==> src/rtl/edge_gated_latch.sv <==
module edge_gated_latch #(
  parameter int SET_GATES = 3,
  parameter int CLR_GATES = 2
) (
  input  logic                 clk,
  input  logic                 rst,
  input  logic [SET_GATES-1:0] set_gate_n,
  input  logic                 set_trig,
  input  logic [CLR_GATES-1:0] clr_gate_n,
  input  logic                 clr_trig,
  output logic                 q,
  output logic                 q_n,
  output logic                 set_pulse,
  output logic                 clr_pulse
);

  logic                 set_now, set_prev;
  logic                 clr_now, clr_prev;
  logic [SET_GATES-1:0] set_g;
  logic [CLR_GATES-1:0] clr_g;
  logic                 state;

  always_ff @(posedge clk) begin
    if (rst) begin
      set_now  <= 1'b0;
      set_prev <= 1'b0;
      clr_now  <= 1'b0;
      clr_prev <= 1'b0;
      set_g    <= '1;
      clr_g    <= '1;
    end else begin
      set_now  <= set_trig;
      set_prev <= set_now;
      clr_now  <= clr_trig;
      clr_prev <= clr_now;
      set_g    <= set_gate_n;
      clr_g    <= clr_gate_n;
    end
  end

  // fire only when the trigger fell and the gates captured with it are all low
  assign set_pulse = set_prev & ~set_now & ~(|set_g);
  assign clr_pulse = clr_prev & ~clr_now & ~(|clr_g);

  always_ff @(posedge clk) begin
    if (rst)            state <= 1'b0;
    else if (clr_pulse) state <= 1'b0;
    else if (set_pulse) state <= 1'b1;
  end

  assign q   = state;
  assign q_n = ~state;

  assert_set_cause_R2: assert property (@(posedge clk) disable iff (rst)
    set_pulse |-> (!$past(set_trig) && $past(set_trig, 2) && ($past(set_gate_n) == '0)));

  assert_clr_cause_R7: assert property (@(posedge clk) disable iff (rst)
    clr_pulse |-> (!$past(clr_trig) && $past(clr_trig, 2) && ($past(clr_gate_n) == '0)));

  assert_pulse_width_R6: assert property (@(posedge clk) disable iff (rst)
    (set_pulse |=> !set_pulse) and (clr_pulse |=> !clr_pulse));

  assert_clear_wins_R8: assert property (@(posedge clk) disable iff (rst)
    clr_pulse |=> !q);

  assert_set_takes_R2: assert property (@(posedge clk) disable iff (rst)
    (set_pulse && !clr_pulse) |=> q);

  assert_hold_R5: assert property (@(posedge clk) disable iff (rst)
    (!set_pulse && !clr_pulse) |=> $stable(q));

  assert_reset_R1: assert property (@(posedge clk)
    rst |=> (!q && !set_pulse && !clr_pulse));

  always_comb begin
    assert_complement_R9: assert (q_n == ~q);
  end

endmodule

==> config.mk <==
export PLATFORM = sky130hd
export DESIGN_NAME = edge_gated_latch
export DESIGN_NICKNAME = d
export VERILOG_FILES = /design/src/rtl/edge_gated_latch.sv
export SDC_FILE = /design/constraint.sdc
export NUM_CORES = 1
export LEC_CHECK = 0
export CAP_MARGIN = 20
export CORE_AREA = 2 2 39 41
export DETAILED_ROUTE_END_ITERATION = 16
export DIE_AREA = 0 0 41 43
export DONT_BUFFER_PORTS = 1
export PLACE_DENSITY_LB_ADDON = 0.3
export SETUP_SLACK_MARGIN = 0.2
export SLEW_MARGIN = 10
export SYNTH_ARGS = -nofsm -noshare
export SYNTH_HDL_FRONTEND = slang
export SYNTH_SLANG_ARGS = --single-unit
==> constraint.sdc <==
create_clock -name clk -period 1.2 [get_ports clk]
set_clock_uncertainty 0.1 [all_clocks]
set_input_delay 0.24 -clock clk [delete_from_list [all_inputs] [get_ports clk]]
set_output_delay 0.24 -clock clk [all_outputs]
set_load 0.05 [all_outputs]
==> reports/qor.yml, run 1 <==
run_status:
  status: "complete, but fails checks"
  violations: "negative setup slack"
finish:
  area_delta_synth_final_pct: 83.81
  seqCellArea_sq_um: 207.7
  antenna_cells: 0
  layout-drive-gt1-share_pct: 62.79
  layout.nets: 53
  fin_cells: 59
  nFillCells: 136
  multi_input_area_sq_um: 136.4
detailed_routing:
  via_per_inst: 3.915
  routed_wl_um: 635
  wl_met2_um: 435
  num_vias: 231
  highest_layer: "met3"
  first_pass_iters: 2
  drc_errors: 0
  wl_per_cell_um: 10.76
  drtIter0Drc: 1
  drt-met1-wl_um: 177
  met3_length_um: 22
  drtAntennaViolNets: 0
critical_path:
  crit_path_max_fanout: 2
  cp.arrival_ps: 1150
  end_kind: "primary output"
  path_delay_family: "simple AND/OR/NAND/NOR gates"
  r2r_slack_ps: -200
  reg2reg_depth: 8
  critPathMaxStageDelay_ps: 330
  timing.critical_path.buf_inv: 0
  r2r_start: "set_now"
  r2r_end: "q"
  cp-startpoint: "set_now"
  slowest_stage: "dfxtp_2"
  cp_num_cells: 2
  required_ps: 860
  worst_setup_path_start_kind: "register"
  cp_cell_sequence: "nor4_4 -> and2_4"
  crit_type: "register to primary output"
logic_synthesis:
  syn_inst: 25
  synth-seq-cells: 10
  synth.avg_cell_area_sq_um: 12.36
  synth.net_count: 34
  seq_area_frac_synth_pct: 64.78
  yosys_warnings: 0
  synth_cell_types: 9
  synth_area_sq_um: 309.0
placement:
  port_buffers: 0
  gp_congestion: 0.6015
  placed_cells: 44
floorplanning:
  rows: 14
  dieArea_sq_mm: 0.001763
  design.core.area_sq_mm: 0.001384
  start_util_pct: 22.33
  io_pins: 13
  die_y_um: 43
  die_w_um: 41
sta:
  worst_slew_pin_slew_ps: 326.7
  relSlewSlack_pct: 78.22
  hold_slack_ps: 11.30
  hold_violations: 0
  finalWorstSetupSlack_ps: -293.7
  tns_ps: -721.6
  period_needed_ps: 1494
  slew_violations: 0
  fin_crit_sh_pct: 124.5
  setup_violations: 4
  rsz0062_at_grt: "yes"
  max_freq_mhz: 669.5
pwr:
  leakage_nw: 0.2368
  vdd_ir_drop_max_v: 0.0004760
  p_per_area_mw_per_mm2: 1222
grt:
  groute.usage.overall_pct: 10.09
  antenna_found_initial: 0
  grt_pass1_wl_um: 1076
  grt-ovfl-total: 0
  grt_pass1_vias: 256
  grt_max_degree: 11
cts:
  numCtsBuffers: 3
  cts_tree: "done"
  root_buffer: "clkbuf_4"
  cts.htree.levels: 1
  cts.sinks: 10
  clkTransAtPathRegs_ps: 60
  clk_latency_ps: 260
  clockBufferDepth: 2
job:
  maxCapViolations: 0
hold_path:
  hold_path.class: "primary input to register"
  whs_endpoint: "set_now"
  hold_path_depth: 1
  hp-start: "set_trig"
## routing by layer
metal  vias up  GRT usage (%)
met5         -              0
met4         0          12.00
met1       109          7.190
met2         4          16.56
li1        118              -
met3         0          3.665
## per-stage QoR
step	power (mW)	worst slack [ps]	cell area (sq um)	utilization, %
after floorplan	0.3746	-146.2	329.1	-
after detailed placement	0.3791	-12.79	384.1	27.76
after CTS	0.6993	-294.0	548.0	39.60
after global routing	0.7278	-372.2	568.0	41.05
final	0.6939	-293.7	568.0	41.05
after global placement	0.3771	-2.561	384.1	27.76
## area by class of cell
class / count / area share (%)
sequential: 10 / 36.56
timing repair buffer: 14 / 28.19
multi-input combinational: 14 / 24.01
clock buffer: 4 / 6.388
tap: 16 / 3.524
inverter: 1 / 1.322
## cell usage after synthesis
| cell type | instances | share of area (%) |
|---|---|---|
| dfxtp_1 | 10 | 65 |
| or2_2 | 5 | 10 |
| nor2b_1 | 4 | 8.1 |
| a21oi_1 | 1 | 1.6 |
| and2_1 | 1 | 2.0 |
| inv_1 | 1 | 1.2 |
| nor3_2 | 1 | 3.2 |
| nor4_2 | 1 | 4.0 |
| nor4b_2 | 1 | 4.9 |
## cell usage in the layout, fill, tap and decap left out, types with 2 or more instances in the layout
master	Yosys	final
dfxtp_1	10	6
or2_2	5	5
nor2b_1	4	4
dlygate4sd3_1	0	4
buf_6	0	4
clkbuf_4	0	3
dfxtp_2	0	3
dlymetal6s4s_1	0	2
buf_4	0	2
## worst max path at each step
stage	to
6_report	set_pulse
5_1_grt	set_pulse
4_1_cts	set_pulse
3_5_place_dp	set_pulse
3_3_place_gp	set_pulse
2_1_floorplan	clr_pulse
## worst register-to-register path, stage by stage, from the launching register on
cell and delay [ps]:
dfxtp_2 330, nor4_4 280, buf_4 150, buf_6 80, buf_6 80, buf_6 80, buf_6 90, a21oi_4 50
nor3_2 80
## state kept, by name, indices dropped and copies added (netlist names)
signal and flops:
clr_prev 1, clr_now 1, clr_g 2, set_g 3, q 1, set_prev 1, set_now 1
## timing repair
item / CTS / global route
setup endpoints to repair: 5 / 14
hold endpoints to repair: 10 / 0
hold buffers: 6 / 0
setup buffers: 4 / 1
resized for setup: 10 / 3
pin swaps: 2 / 0
## logic make-up after synthesis
kind of cell,synth area share (%)
compound gates,1.618
simple gates,32.39
buf+inv,1.213
flops,64.78
## power breakdown
group	total [mW]	internal (mW)	switching, mW
Combinational	0.0400	0.0282	0.0117
Sequential	0.358	0.346	0.0120
Clock	0.296	0.184	0.112
Note: power is estimated with default switching activity, not from simulation.
==> run 2, diff against run 1 <==
--- a/config.mk
+++ b/config.mk
@@ -12,6 +12,7 @@
 export DONT_BUFFER_PORTS = 1
 export PLACE_DENSITY_LB_ADDON = 0.3
 export SETUP_SLACK_MARGIN = 0.2
+export SKIP_LAST_GASP = 1
 export SLEW_MARGIN = 10
 export SYNTH_ARGS = -nofsm -noshare
 export SYNTH_HDL_FRONTEND = slang
==> run 2 against run 1 <==
The flow still finishes with violations (negative setup slack). Clock power about the same. Final cell count unchanged. Fmax up 0.27%. Non-clock buffer count unchanged. Register-to-register slack worse by 30 ps. Sequential share of layout area unchanged. Sequential power about the same. Total power about the same. Via count up 0.87%. Setup slack better by 4.0 ps.
==> reports/qor.yml, run 2 (synthesis results as in run 1) <==
run_status:
  status: "complete, but fails checks"  # unchanged
  violations: "negative setup slack"  # unchanged
cts:
  numCtsBuffers: 3  # unchanged
  clockBufferDepth: 2  # unchanged
  root_buffer: "clkbuf_4"  # unchanged
  cts_tree: "done"  # unchanged
  cts.sinks: 10  # unchanged
  cts.htree.levels: 1  # unchanged
  clkTransAtPathRegs_ps: 60  # about the same
  clk_latency_ps: 260  # about the same
grt:
  grt_pass1_vias: 257  # was 256
  use_met2_pct: 15.63  # was 16.56%
  grt_max_degree: 11  # unchanged
  antenna_found_initial: 0  # unchanged
  grt_util_met1_pct: 7.516  # was 7.190%
  use_met3_pct: 3.665  # unchanged
  top_usage_layer: "met2"  # unchanged
  grt-ovfl-total: 0  # unchanged
  grt_pass1_wl_um: 1069  # was 1076 um
  groute.usage.overall_pct: 9.889  # was 10.09%
finish:
  largest_reg_flops: 3  # unchanged
  area_delta_synth_final_pct: 83.81  # unchanged
  post-route-util_pct: 41.05  # unchanged
  final_common_cell: "dfxtp_1"  # unchanged
  regMostFlops: "set_g"  # unchanged
  layout_common_cells: "dfxtp_1 (6), or2_2 (5), nor2b_1 (4), dlygate4sd3_1 (4), buf_6 (4)"  # unchanged
  largestRegisters: "set_g: 3 flops, clr_g: 2 flops"  # unchanged
  layout.nets: 53  # unchanged
  design_area_sq_um: 568.0  # unchanged
  antenna_cells: 0  # unchanged
  nFillCells: 135  # was 136
  layout-drive-gt1-share_pct: 62.79  # unchanged
  multi_input_area_sq_um: 136.4  # unchanged
  seqCellArea_sq_um: 207.7  # unchanged
  fin_cells: 59  # unchanged
critical_path:
  slowest_stage: "dfxtp_2"  # unchanged
  cp.arrival_ps: 1150  # about the same
  worst_setup_path_start_kind: "register"  # unchanged
  crit_type: "register to primary output"  # unchanged
  cp_cell_sequence: "nor4_4 -> and2_4"  # unchanged
  path_delay_family: "simple AND/OR/NAND/NOR gates"  # unchanged
  required_ps: 860  # about the same
  end_kind: "primary output"  # unchanged
  crit_path_max_fanout: 2  # unchanged
  timing.critical_path.buf_inv: 0  # unchanged
  critPathMaxStageDelay_ps: 330  # about the same
sta:
  rsz0062_at_grt: "yes"  # unchanged
  finalWorstSetupSlack_ps: -289.8  # was -293.7 ps
  fin_crit_sh_pct: 124.1  # was 124.5%
  worst_slew_pin_slew_ps: 326.7  # about the same
  hold_violations: 0  # unchanged
  relSlewSlack_pct: 78.22  # about the same
  period_needed_ps: 1490  # was 1494 ps
  setup_violations: 4  # unchanged
  slew_violations: 0  # unchanged
  max_freq_mhz: 671.2  # was 669.5 MHz
pwr:
  pwr-share-clk_pct: 42.6  # about the same
  p_int_uw: 558.5  # was 558.6 uW
  p_total_uw: 693.6  # was 693.9 uW
  p_sw_uw: 135.0  # was 135.3 uW
  vdd_ir_drop_max_v: 0.0004761  # was 0.0004760 V
  combPwrFrac_pct: 5.7  # was 5.8%
  leakage_nw: 0.2341  # was 0.2368 nW
  p_per_area_mw_per_mm2: 1221  # was 1222 mW/mm^2
  power_frac_seq_pct: 51.6  # about the same
  swShare_pct: 19.47  # was 19.49%
detailed_routing:
  num_vias: 233  # was 231
  drtAntennaViolNets: 0  # unchanged
  drc_errors: 0  # unchanged
  wl_per_cell_um: 9.746  # was 10.76 um
  routed_wl_um: 575  # was 635 um
  via_per_inst: 3.949  # was 3.915
  drtIter0Drc: 1  # unchanged
  first_pass_iters: 2  # unchanged
floorplanning:
  design.core.area_sq_mm: 0.001384  # unchanged
  start_util_pct: 22.33  # unchanged
  die_w_um: 41  # unchanged
  rows: 14  # unchanged
  die_y_um: 43  # unchanged
  io_pins: 13  # unchanged
  dieArea_sq_mm: 0.001763  # unchanged
placement:
  pre_cts_slack_ps: -12.79  # unchanged
  gp_congestion: 0.6015  # unchanged
  port_buffers: 0  # unchanged
  placed_cells: 44  # unchanged
  dpl-instance-area_sq_um: 384.1  # unchanged
hold_path:
  hold_path.class: "primary input to register"  # unchanged
job:
  maxCapViolations: 0  # unchanged
-- run 2: stage by stage --
step | TNS, ps | hold WS (ps)
6_report | -741.4 | 11.30
5_1_grt | -1007 | 4.623
4_1_cts | -753.6 | 5.864
3_5_place_dp | -12.79 | 203.3
3_3_place_gp | -2.561 | 202.6
2_1_floorplan | -275.8 | 200.4
-- run 2: worst paths after layout --
path | start | cells after the start | slack [ps] | to
setup reg to reg | set_now | 8 | -230 | q
hold / removal | set_trig | 1 | 10 | set_now
setup / recovery | set_now | 2 | -290 | set_pulse
hold reg to reg | set_now | 1 | 400 | set_prev
-- run 2: power groups by stage --
stage / logic (mW) / clock network, mW / registers, mW
2_1_floorplan: 0.0139 / 0 / 0.361
3_3_place_gp: 0.0160 / 0 / 0.361
3_5_place_dp: 0.0167 / 0 / 0.362
4_1_cts: 0.0376 / 0.302 / 0.358
5_1_grt: 0.0429 / 0.325 / 0.360
6_report: 0.0397 / 0.296 / 0.358
-- run 2: worst reg2reg max path, delay by kind of cell (launching register included) --
family | cells | cell delay, ps
AO/OA/AOI/OAI | 1 | 40
buffers and inverters | 5 | 480
flip-flops | 1 | 330
AND/OR/NAND/NOR | 2 | 410
-- run 2: routing by layer --
metal / wire length [um] / share of wire (%)
met5: 0 / 0
met4: 0 / 0
met3: 21 / 3.7
met2: 379 / 66
met1: 174 / 30
-- run 2: final cells by class --
| type | instances | share of cell area (%) |
|---|---|---|
| Timing Repair Buffer | 14 | 28.19 |
| Multi-Input combinational cell | 14 | 24.01 |
| Sequential cell | 10 | 36.56 |
| Inverter | 1 | 1.322 |
| Clock buffer | 4 | 6.388 |
| Tap cell | 16 | 3.524 |
-- run 2: timing repair --
item	in CTS	in global routing
buffers inserted	4	1
endpoints found under the setup margin	5	14
hold buffers	6	0
pin swaps	2	2
cloned	0	0
gates resized for setup	6	7
endpoints found under the hold margin	10	0
